File: config.mk
export PLATFORM = sky130hd
export DESIGN_NAME = ocp_fault_ctrl
export DESIGN_NICKNAME = d
export VERILOG_FILES = /design/src/rtl/ocp_pkg.sv /design/src/rtl/ocp_blanker.sv /design/src/rtl/ocp_delay.sv /design/src/rtl/ocp_fault_latch.sv /design/src/rtl/ocp_fault_ctrl.sv
export SDC_FILE = /design/constraint.sdc
export NUM_CORES = 1
export LEC_CHECK = 0
export CORE_MARGIN = 5
export CORE_UTILIZATION = 52
export DETAILED_ROUTE_END_ITERATION = 6
export GPL_TIMING_DRIVEN = 0
export PLACE_DENSITY = 0.76
export RECOVER_POWER = 25
export SLEW_MARGIN = 20
export SYNTH_ARGS = -nofsm -noshare
export SYNTH_HDL_FRONTEND = slang
export SYNTH_SLANG_ARGS = --single-unit
File: constraint.sdc
create_clock -name clk -period 1.6 [get_ports clk]
set_input_delay 0.32 -clock clk [delete_from_list [all_inputs] [get_ports clk]]
set_output_delay 0.32 -clock clk [all_outputs]
set_load 0.005 [all_outputs]
File: src/rtl/ocp_pkg.sv
package ocp_pkg;
  // Latch phases: clear, held by an active overcurrent, counting the quiet interval.
  typedef enum logic [1:0] {
    LAT_CLEAR = 2'd0,
    LAT_HELD  = 2'd1,
    LAT_QUIET = 2'd2
  } lat_state_e;
endpackage

File: src/rtl/ocp_blanker.sv
module ocp_blanker #(
  parameter int BLANK_CYC = 6
) (
  input  logic clk,
  input  logic rst_n,
  input  logic gate_edge_i,
  input  logic oc_i,
  output logic oc_qual_o
);
  localparam int BW = (BLANK_CYC < 2) ? 1 : $clog2(BLANK_CYC);

  logic [BW-1:0] blank_cnt, blank_cnt_n;
  logic          blanking;

  always_comb begin
    blank_cnt_n = blank_cnt;
    if (gate_edge_i) begin
      blank_cnt_n = BW'(BLANK_CYC - 1);
    end else if (blank_cnt != '0) begin
      blank_cnt_n = blank_cnt - 1'b1;
    end
  end

  always_ff @(posedge clk or negedge rst_n) begin
    if (!rst_n) begin
      blank_cnt <= '0;
    end else begin
      blank_cnt <= blank_cnt_n;
    end
  end

  assign blanking  = gate_edge_i | (blank_cnt != '0);
  assign oc_qual_o = oc_i & ~blanking;

  AST_BLANK_BOUND: assert property (@(posedge clk) disable iff (!rst_n)
    blank_cnt <= BW'(BLANK_CYC - 1));
  AST_BLANK_MASKED: assert property (@(posedge clk) disable iff (!rst_n)
    (gate_edge_i && BLANK_CYC > 1) |=> !oc_qual_o);
endmodule

File: src/rtl/ocp_delay.sv
module ocp_delay #(
  parameter int DEPTH = 1
) (
  input  logic clk,
  input  logic rst_n,
  input  logic din,
  output logic dout
);
  generate
    if (DEPTH == 0) begin : g_pass
      assign dout = din;
    end else begin : g_pipe
      logic [DEPTH-1:0] sr, sr_n;

      always_comb begin
        sr_n[0] = din;
        for (int i = 1; i < DEPTH; i++) begin
          sr_n[i] = sr[i-1];
        end
      end

      always_ff @(posedge clk or negedge rst_n) begin
        if (!rst_n) begin
          sr <= '0;
        end else begin
          sr <= sr_n;
        end
      end

      assign dout = sr[DEPTH-1];
    end
  endgenerate
endmodule

File: src/rtl/ocp_fault_latch.sv
module ocp_fault_latch
  import ocp_pkg::*;
#(
  parameter int CLR_CYC = 20
) (
  input  logic clk,
  input  logic rst_n,
  input  logic oc_q,
  output logic tripped_o
);
  localparam int CW = (CLR_CYC < 2) ? 1 : $clog2(CLR_CYC);
  localparam logic [CW-1:0] LAST = CW'(CLR_CYC - 1);

  lat_state_e    state, state_n;
  logic [CW-1:0] clr_cnt, clr_cnt_n;

  always_comb begin
    state_n   = state;
    clr_cnt_n = clr_cnt;
    if (oc_q) begin
      // set wins over any clearing in progress
      state_n   = LAT_HELD;
      clr_cnt_n = '0;
    end else begin
      unique case (state)
        LAT_HELD: begin
          state_n   = LAT_QUIET;
          clr_cnt_n = CW'(1);
        end
        LAT_QUIET: begin
          if (clr_cnt == LAST) begin
            state_n   = LAT_CLEAR;
            clr_cnt_n = '0;
          end else begin
            clr_cnt_n = clr_cnt + 1'b1;
          end
        end
        default: begin
          state_n   = LAT_CLEAR;
          clr_cnt_n = '0;
        end
      endcase
    end
  end

  always_ff @(posedge clk or negedge rst_n) begin
    if (!rst_n) begin
      state   <= LAT_CLEAR;
      clr_cnt <= '0;
    end else begin
      state   <= state_n;
      clr_cnt <= clr_cnt_n;
    end
  end

  assign tripped_o = (state != LAT_CLEAR);

  AST_SET_WINS: assert property (@(posedge clk) disable iff (!rst_n)
    oc_q |=> tripped_o);
  AST_TIMER_HELD: assert property (@(posedge clk) disable iff (!rst_n)
    oc_q |=> (clr_cnt == '0));
  AST_CLEAN_RELEASE: assert property (@(posedge clk) disable iff (!rst_n)
    $fell(tripped_o) |-> ($past(!oc_q) && $past(clr_cnt == LAST)));
  AST_REARM: assert property (@(posedge clk) disable iff (!rst_n)
    (state == LAT_QUIET && oc_q) |=> (state == LAT_HELD));
  AST_CNT_BOUND: assert property (@(posedge clk) disable iff (!rst_n)
    clr_cnt <= LAST);
endmodule

File: src/rtl/ocp_fault_ctrl.sv
module ocp_fault_ctrl #(
  parameter int BLANK_CYC = 6,
  parameter int SHUT_LAT  = 2,
  parameter int FLAG_LAT  = 5,
  parameter int CLR_CYC   = 20
) (
  input  logic clk,
  input  logic rst_n,
  input  logic oc_i,
  input  logic uv_i,
  input  logic enable_i,
  input  logic gate_edge_i,
  output logic kill_o,
  output logic fault_n_o
);
  // One cycle of each latency sits in the output register.
  localparam int SHUT_DEPTH = SHUT_LAT - 1;
  localparam int FLAG_DEPTH = FLAG_LAT - 1;

  logic oc_qual;
  logic tripped;
  logic shut_d, flag_d;
  logic kill_q, kill_n;
  logic fault_q, fault_n;

  ocp_blanker #(.BLANK_CYC(BLANK_CYC)) u_blank (
    .clk        (clk),
    .rst_n      (rst_n),
    .gate_edge_i(gate_edge_i),
    .oc_i       (oc_i),
    .oc_qual_o  (oc_qual)
  );

  ocp_fault_latch #(.CLR_CYC(CLR_CYC)) u_latch (
    .clk      (clk),
    .rst_n    (rst_n),
    .oc_q     (oc_qual),
    .tripped_o(tripped)
  );

  ocp_delay #(.DEPTH(SHUT_DEPTH)) u_shut_dly (
    .clk  (clk),
    .rst_n(rst_n),
    .din  (tripped),
    .dout (shut_d)
  );

  ocp_delay #(.DEPTH(FLAG_DEPTH)) u_flag_dly (
    .clk  (clk),
    .rst_n(rst_n),
    .din  (tripped),
    .dout (flag_d)
  );

  always_comb begin
    kill_n  = shut_d | uv_i | ~enable_i;
    fault_n = flag_d | uv_i;
  end

  always_ff @(posedge clk or negedge rst_n) begin
    if (!rst_n) begin
      kill_q  <= 1'b1;
      fault_q <= 1'b0;
    end else begin
      kill_q  <= kill_n;
      fault_q <= fault_n;
    end
  end

  assign kill_o    = kill_q;
  assign fault_n_o = ~fault_q;

  AST_TRIP_KILLS: assert property (@(posedge clk) disable iff (!rst_n)
    shut_d |=> kill_o);
  AST_UV_UNLATCHED: assert property (@(posedge clk) disable iff (!rst_n)
    uv_i |=> (kill_o && !fault_n_o));
  AST_EN_KILLS: assert property (@(posedge clk) disable iff (!rst_n)
    !enable_i |=> kill_o);
  AST_NO_TRIP_IN_BLANK: assert property (@(posedge clk) disable iff (!rst_n)
    $rose(tripped) |-> !$past(gate_edge_i));
  AST_SHUT_FIRST: assert property (@(posedge clk) disable iff (!rst_n)
    $rose(flag_d) |-> shut_d);
  AST_SHUT_RELEASE_FIRST: assert property (@(posedge clk) disable iff (!rst_n)
    $fell(shut_d) |-> flag_d);
endmodule

# [Word level (Yosys, flattened, before mapping)]
# Cells that the tools add are included.
[word_totals] output_inout_bits=2 regBits=17 in_bits=6 wordCells=32
[op_classes] muxes=8 bitwise_logic=8 n_reduce_logical=3 eq_ne=4 add_sub_neg=2
[op_table] cell="$mux 5" n=2
[op_table] cell="$pmux 5 s2" n=1
[op_table] cell="$mux 3" n=2
[op_table] cell="$add 5x1->5 const B" n=1
[op_table] cell="$eq 5x5->1 const B" n=1
[op_table] cell="$mux 2" n=2
[op_table] cell="$or 1x1->1" n=4
[op_table] cell="$pmux 2 s2" n=1
[op_table] cell="$reduce_bool 2->1" n=2
[op_table] cell="$ne 3x2->1 const B" n=1
[op_table] cell="$not 1->1" n=3
[op_table] cell="$reduce_bool 3->1" n=1
[op_table] cell="$sub 3x1->3 const B" n=1
[op_table] cell="$eq 2x1->1 const B" n=1
[op_table] cell="$eq 2x2->1 const B" n=1
[op_table] cell="$and 1x1->1" n=1

# [Logic depth before layout (Yosys ltp)]
# Gate-level depths: netlist (run 1).
[depth] word_depth=5 mapped_depth=5 depth_no_buf=5

# [Cells and area by module]
# Synthesis (run 1) repeated with hierarchy kept, for this count alone.
[hier_totals] cells_unflattened=61 area_unflattened_um2=767.0
[by_module_without_submodules] module="ocp_fault_latch" instances=1 area_each_um2=389.1 cells_each=34 seq_area_each_um2=175.2
[by_module_without_submodules] module="ocp_blanker" instances=1 area_each_um2=182.7 cells_each=17 seq_area_each_um2=75.1
[by_module_without_submodules] module="ocp_delay (u_flag_dly)" instances=1 area_each_um2=100.1 cells_each=4 seq_area_each_um2=100.1
[by_module_without_submodules] module="ocp_fault_ctrl" instances=1 area_each_um2=70.1 cells_each=5 seq_area_each_um2=51.3
[by_module_without_submodules] module="ocp_delay (u_shut_dly)" instances=1 area_each_um2=25.0 cells_each=1 seq_area_each_um2=25.0

# [Least setup slack after synthesis (run 1)]
# OpenSTA, ideal clock, no wires.
[synth_path] kind="reg2reg" from="register u_latch.clr_cnt[0]" to="register u_latch.state[1]" period_less_slack_ns=1.143 path_slack_ns=0.457 n_path_buf=0 required_time_ns=1.521 t_arrival_ns=1.064 setup_time_ns=0.079 stages_incl_launch_ff=5 cell_sequence="dfrtp_1 > ha_1 > nand2_2 > o31ai_4 > mux2i_1"
[synth_between] elab_chain_len=2
[synth_rtl] element="start: declaration" line_no="ocp_fault_latch.sv:15" source="logic [CW-1:0] clr_cnt, clr_cnt_n;"
[synth_rtl] element="start signal: assignment" line_no="ocp_fault_latch.sv:52" source="clr_cnt <= clr_cnt_n;"
[synth_rtl] element="$eq 5x5->1" line_no="ocp_fault_latch.sv:31" source="if (clr_cnt == LAST) begin"
[synth_rtl] element="$ne 3x2->1 (no source line)"
[synth_rtl] element="end signal: assignment" line_no="ocp_fault_latch.sv:51" source="state <= state_n;"
[synth_rtl] element="end: declaration" line_no="ocp_fault_latch.sv:14" source="lat_state_e state, state_n;"
# Every way passes these cells.
# A chain may end at the register's enable or synchronous reset.

# [Final worst setup path (run 1)]
[layout_path] from="register fault_q" to="output fault_n_o"
[layout_between] elab_chain_len=1
[layout_rtl] element="start: declaration" line_no="ocp_fault_ctrl.sv:24" source="logic fault_q, fault_n;"
[layout_rtl] element="start signal: assignment" line_no="ocp_fault_ctrl.sv:66" source="fault_q <= fault_n;"
[layout_rtl] element="$not 1->1" line_no="ocp_fault_ctrl.sv:71" source="assign fault_n_o = ~fault_q;"
[layout_rtl] element="end: declaration" line_no="ocp_fault_ctrl.sv:14" source="output logic fault_n_o"
# Every way passes these cells.

==> impl_results.md, run 1 <==
* Status: finished, final reports clean
* Post-Synthesis Net Count at 72
* Startpoint Class: register
* Synth top area cells: dfrtp_1, ha_1, dfstp_2, inv_1, o31ai_4
* Gr ovfl total at 0
* Clock Skew at approximately 2 ps
* Area Overhead vs Synth at 17.4%
* RSZ-0062 raised after global routing: no
* DRC at 0
* Clk slew on worst S/H paths at about 90 ps
* CP peak stage delay at about 490 ps
* Unique masters post-synth at 22
* CP cell instances: inv_1, clkdlybuf4s50_1
* Number of DRC markers in iteration 0 at 4
* Int Pwr at just over 0.6 mW
* CTS tree: done
* Final net count at 84
* Post-Syn Area at 711 um2
* Most common cell in the netlist: dfrtp_1
* Total Power at between 0.7 and 0.8 mW
* Post-synth top area share at 0.528
* #FFs+latches synth at 16
* Max Fclk at about 0.66 GHz
* Flop pwr share at 0.559
* Worst Path Arrival at between 1000 and 1500 ps
* Rel. slew slack at 0.553
* Initial core utilization at 0.546
* Gr usage total at 0.130
* Power per Cell Area at approximately 940 mW/mm2
* CTS H-tree depth at 1
* Power share of the clock group at 0.331
* Core area at 0.00130 mm2
* Initial antenna violation count at 0
* Wire per inst at 12.4 um
* Switching share of power at 0.225
* Largest area contributor in the synthesized netlist: dfrtp_1
* # fillers at between 100 and 150
* Max-cap violations at 0
* Syn_area_per_cell at 11.8 um2
* Dominant synthesized flop cell: dfrtp_1
* Combinational Power Share at 0.110
* Sink Count at 16
* Leakage at between 0.3 and 0.4 nW
* Detail Placement HPWL at 805 um
* Critical Path RT at between 1000 and 1500 ps
* Vias in the first global route at about 420
* Post-CTS Resized at 1
* Die X at roughly 47 um
* CP max FO at 1
* Fin crit share at 0.948
* I/O pin count at 8
* Top post-synthesis cells by count: dfrtp_1, inv_1, ha_1
* Crit path time final at between 1500 and 2000 ps
* Layout cells sized above 1 at 0.127
* CTS max path bufs at 2
* Switching power at ~0.18 mW
* Synth Instances at 60
* FF-to-FF setup slack at approximately 290 ps
* Postcts setup bufs at 0
* Global-route wire length before repair at between 1.5 and 2 mm
* Die area at 0.00221 mm2
* Worst path buffer plus inverter count at 2
* Measured slew at the worst slew-check pin at approximately 670 ps
* CP Capture Type: output port
* Async SR Flop Fraction at 1.00
* Largest net degree at the start of global routing at 17
* Detailed-route via count at about 440
* Vias per inst at 5.09
* CTS Root Cell: clkbuf_4
* Final hold slack at 363 ps
* Skew-Pair Late Insertion Delay at ~280 ps
* DIE HEIGHT at roughly 47 um
* GPL Wtd Cong at approximately 0.81
* Hold-fix buffers, CTS at 0
* Diode count at 0
* Number of buffers created by CTS at 3
* Fin Setup TNS at 0 ps
* Worst IR Drop VDD at around 0.00066 V
* CP delay by family, top: buffers and inverters
* Crit path max-delay cell type: clkdlybuf4s50_1
* Routed WL at between 1 and 1.5 mm
* Row cnt at 13
* Sequential fraction of the synthesis area at 0.565
* Hold Fails Final Rpt at 0
* Worst min path class: reg -> reg
* EDFF count, synth at 0
* Yosys warning total at 0
* ANT nets after route at 0
* Drt pass-1 iters at 4
* Max Transition Viols Final at 0
* Critical path class: reg -> out
* # port buffers at 7
* Final setup violation count at 0
[final timing paths]
path,cells after the start,endpoint,startpoint
setup / recovery,2,fault_n_o,fault_q
hold / removal,0,u_flag_dly.g_pipe.sr[2],u_flag_dly.g_pipe.sr[1]
setup reg to reg,4,u_latch.state[1],u_latch.clr_cnt[0]
hold reg to reg,0,u_flag_dly.g_pipe.sr[2],u_flag_dly.g_pipe.sr[1]
max in group asynchronous,1,fault_q,rst_n
min in group asynchronous,1,u_flag_dly.g_pipe.sr[2],rst_n
[area by class of cell]
| cell class | instances | area [um2] | area share |
|---|---|---|---|
| flip-flops and latches | 16 | 402 | 0.481 |
| multi-input cells | 37 | 283 | 0.339 |
| repair buffers | 7 | 68.8 | 0.0825 |
| clock buffers | 4 | 36.3 | 0.0435 |
| inverters | 7 | 26.3 | 0.0315 |
| well taps | 15 | 18.8 | 0.0225 |
[power by group through the flow]
| stage | Sequential [mW] | Combinational [mW] | Clock, mW |
|---|---|---|---|
| CTS | 0.440 | 0.0889 | 0.270 |
| global placement | 0.447 | 0.0872 | 0 |
| floorplan | 0.445 | 0.0529 | 0 |
| global route | 0.443 | 0.100 | 0.289 |
| detailed placement | 0.447 | 0.0895 | 0 |
| finish | 0.440 | 0.0861 | 0.260 |
[placed cells by master, fill, tap and decap left out]
cell type / netlist / layout
dfrtp_1: 15 / 15
inv_1: 7 / 7
ha_1: 6 / 6
nand2_1: 5 / 5
clkdlybuf4s50_1: 0 / 4
nand3_1: 3 / 3
nor2_1: 3 / 3
clkbuf_4: 0 / 3
xor2_1: 2 / 2
xnor2_1: 2 / 2
nor3_1: 2 / 2
o21ai_0: 2 / 2
nand2b_1: 2 / 2
dlygate4sd3_1: 0 / 2
nand2_2: 1 / 1
o31ai_4: 1 / 1
nand4bb_2: 1 / 1
nor3b_1: 1 / 1
nand3b_1: 1 / 1
or2_2: 1 / 1
a21oi_1: 1 / 1
o31ai_1: 1 / 1
mux2i_1: 1 / 1
a211oi_1: 1 / 1
clkbuf_8: 0 / 1
dfstp_2: 1 / 1
dlygate4sd2_1: 0 / 1
[through the flow]
step / instance area, um2 / util / std cells / setup slack (ps)
global route: 835 / 0.641 / 86 / 39.9
global placement: 800 / 0.614 / 82 / 104
floorplan: 711 / - / 60 / 457
detailed placement: 800 / 0.614 / 82 / 106
CTS: 835 / 0.641 / 86 / 66.9
finish: 835 / 0.641 / 86 / 83.8
[kinds of logic after synthesis]
family | Yosys count | share of synthesized area
flip-flops | 16 | 0.565
adder cells (fa/ha/maj) | 6 | 0.106
XOR/XNOR | 4 | 0.0493
AO/OA/AOI/OAI | 6 | 0.0722
AND/OR/NAND/NOR | 20 | 0.157
multiplexers | 1 | 0.0141
buffers and inverters | 7 | 0.0370
[metal layers]
metal / global-route usage / wire length, um
met5: 0 / 0
met4: 0.0829 / 26
met2: 0.187 / 492
met3: 0.0728 / 95
met1: 0.149 / 454
[sequential cells by signal, summed over array words and instances, names as in the netlist]
register,count
kill_o,1
u_flag_dly.g_pipe.sr,4
u_latch.state,2
fault_q,1
u_latch.clr_cnt,5
u_blank.blank_cnt,3
[worst register-to-register path, stage by stage, from the launching register on]
cell     delay, ps
dfrtp_1        390
ha_1           230
nand2_2         80
o31ai_4        290
mux2i_1        230
Note: power is estimated with default switching activity, not from simulation.
==> run 2: changes to the inputs <==
--- a/config.mk
+++ b/config.mk
@@ -6,7 +6,8 @@
 export NUM_CORES = 1
 export LEC_CHECK = 0
 export CORE_MARGIN = 5
-export CORE_UTILIZATION = 52
+export CORE_UTILIZATION = 53
+export CTS_CLUSTER_DIAMETER = 150
 export DETAILED_ROUTE_END_ITERATION = 6
 export GPL_TIMING_DRIVEN = 0
 export PLACE_DENSITY = 0.76
@@ -14,4 +15,5 @@
 export SLEW_MARGIN = 20
 export SYNTH_ARGS = -nofsm -noshare
 export SYNTH_HDL_FRONTEND = slang
+export SYNTH_HIERARCHICAL = 1
 export SYNTH_SLANG_ARGS = --single-unit
==> run 2 against run 1 <==
  * Synthesized cell count increased by 1.7%
  * First-iteration DRC count increased to 2.5 times the previous value
  * Clock skew increased by 2.6 ps
  * Maximum frequency decreased by 0.50%
  * Power decreased by 1.2%
  * Sequential share of layout area decreased by 0.70 points
  * Sequential power increased by 4.8%
  * Register-to-register slack got worse by 150 ps
  * Global-route usage increased by 0.68 points
  * Critical endpoint unchanged
  * Highest routed layer unchanged
==> impl_results.md, run 2 <==
* Largest net degree at the start of global routing at 18
* Critical path class: reg -> out
* Wire per inst at between 10 and 15 um
* Worst min path class: reg -> reg
* Largest area contributor in the synthesized netlist: dfrtp_1
* CTS H-tree depth at 1
* DIE HEIGHT at 48.0 um
* Top reg by flops: u_latch/clr_cnt
* Hold-fix buffers, CTS at 0
* Combinational family with the most area after synthesis: simple AND/OR/NAND/NOR gates
* Post-place setup slack at -221 ps
* Top post-synthesis cells by count: dfrtp_1, ha_1, inv_1
* CTS Root Cell: clkbuf_4
* Area Overhead vs Synth at 17.3%
* CP Capture Type: output port
* Synth Area in Compound Gates at 0.0799
* Metal2 WL at 559 um
* Sink Count at 17
* Hold Fails Final Rpt at 0
* Row cnt at 13
* Initial core utilization at 0.575
* Unique masters post-synth at 26
* Routed WL at around 1.2 mm
* Number of DRC markers in iteration 0 at 10
* CP delay by family, top: buffers and inverters
* Detailed-route via count at ~470
* Status: finished, final reports clean
* Rel. slew slack at 0.505
* Crit path time final at around 1500 ps
* GPL Wtd Cong at about 0.8
* CTS max path bufs at 2
* Met1 Wirelength at just over 500 um
* CTS tree: done
* I/O pin count at 8
* Dominant synthesized flop cell: dfrtp_1
* Post-synth top area share at 0.522
* Area share of xor/xnor cells in the synthesized design at 0.0343
* DRC at 0
* Final hold slack at around 360 ps
* CP max FO at 1
* Number of buffers created by CTS at 3
* Post-Syn Area at ~770 um2
* Core area at 0.00133 mm2
* Die X at between 40 and 50 um
* Async SR Flop Fraction at 1.00
* Gr ovfl total at 0
* Diode count at 0
* Initial antenna violation count at 0
* Biggest regs: u_latch/clr_cnt (5), u_flag_dly/g_pipe.sr (4), u_blank/blank_cnt (3)
* Gr usage total at 0.137
* EDFF count, synth at 0
* Global-route wire length before repair at 2.07 mm
* Worst IR Drop VDD at between 0.0007 and 0.0008 V
* Measured slew at the worst slew-check pin at 739 ps
* Vias in the first global route at 467
* Post-Synthesis Net Count at 73
* Post-synthesis mux area share at 0.0261
* Leakage at roughly 0.43 nW
* Die area at 0.00231 mm2
* Fin crit share at 0.952
* #FFs+latches synth at 17
* Clk slew on worst S/H paths at ~90 ps
* Max Transition Viols Final at 0
* Power per Cell Area at 863 mW/mm2
* Number of flip-flops in the largest register at 5
* Detail Placement HPWL at slightly below 900 um
* Layout cells sized above 1 at 0.151
* Synth Instances at 61
* RSZ-0062 raised after global routing: no
* Simple-Gate Fraction of Synth Area at 0.176
* Drt pass-1 iters at 4
* Synth top area cells: dfrtp_1, ha_1, dfstp_2, inv_1, o31ai_4
* Skew-Pair Late Insertion Delay at about 290 ps
* Top sig layer: met4
* Startpoint Class: register
* CP peak stage delay at about 490 ps
* Vias per inst at approximately 5.3
* Critical Path RT at 1280 ps
* ANT nets after route at 0
* Post-Synth Adder-Cell Area at 0.0979
* Clock Skew at roughly 4.6 ps
* Crit path max-delay cell type: clkdlybuf4s50_1
* Max-cap violations at 0
* Met3 WL at about 75 um
* # port buffers at 7
* Yosys warning total at 6
* Worst path buffer plus inverter count at 2
* Final setup violation count at 0
* Max Fclk at around 0.66 GHz
* Final net count at 86
* Sequential fraction of the synthesis area at 0.556
* Most frequent cells in the layout: dfrtp_1, inv_1, ha_1, clkdlybuf4s50_1
* Worst Path Arrival at approximately 1200 ps
* Most common cell in the netlist: dfrtp_1
* Most common cell after layout, fill and taps aside: dfrtp_1
* Slack of the critical path at 76.1 ps
* CP cell instances: inv_1, clkdlybuf4s50_1
* Syn_area_per_cell at between 10 and 15 um2
==> run 2: worst paths after layout <==
kind | startpoint | slack (ps) | cells after the start | to
worst max-delay path | fault_q | 80 | 2 | fault_n_o
worst min-delay path | u_flag_dly/g_pipe.sr[0] | 360 | 0 | u_flag_dly/g_pipe.sr[1]
worst max register to register | u_blank/blank_cnt[0] | 140 | 6 | u_latch/clr_cnt[4]
worst min register to register | u_flag_dly/g_pipe.sr[0] | 360 | 0 | u_flag_dly/g_pipe.sr[1]
max in group asynchronous | rst_n | 610 | 1 | u_flag_dly/g_pipe.sr[3]
min in group asynchronous | rst_n | 530 | 1 | u_blank/blank_cnt[2]
==> run 2: cells by family (layout without fill, tap and decap cells) <==
logic type | count (synthesis) | in the layout
compound gates | 6 | 6
xor+xnor | 3 | 3
fa+ha+maj | 6 | 6
buf+inv | 6 | 18
flops | 17 | 17
mux | 2 | 2
simple gates | 21 | 21
==> run 2: layout make-up <==
type	count	area, um2
flip-flops and latches	17	427
multi-input cells	38	329
fillers	94	434
repair buffers	8	76.3
clock buffers	4	26.3
inverters	6	22.5
well taps	15	18.8
==> run 2: routing by layer <==
| layer | vias up | track usage |
|---|---|---|
| met5 | - | 0 |
| met2 | 9 | 0.216 |
| met1 | 228 | 0.164 |
| li1 | 227 | - |
| met3 | 2 | 0.0602 |
| met4 | 0 | 0.0538 |
==> run 2: worst reg2reg max path, delay by kind of cell, from the launching register on <==
kind	cells	cell delay (ps)
buffers and inverters	1	80
flip-flops	1	400
AND/OR/NAND/NOR	4	620
adder cells (fa/ha/maj)	1	230
==> run 2: repair_timing <==
item / in CTS / in global routing
setup endpoints to repair: 6 / 5
gates resized for setup: 2 / 1
setup buffers: 0 / 1
pin swaps: 0 / 1
==> run 2: metrics by stage <==
step	util	std cells	TNS, ps	total power, mW	instance area, um2
after floorplan	-	61	0	0.520	767
after global placement	0.642	83	-1040	0.554	856
after detailed placement	0.642	83	-978	0.560	856
after CTS	0.664	87	0	0.791	886
after global routing	0.674	88	0	0.829	900
final	0.674	88	0	0.777	900
==> run 2: power breakdown <==
part,total (mW),switching (mW),internal (mW)
Sequential,0.461,0.0107,0.451
Combinational,0.0892,0.0425,0.0467
Clock,0.226,0.129,0.0969
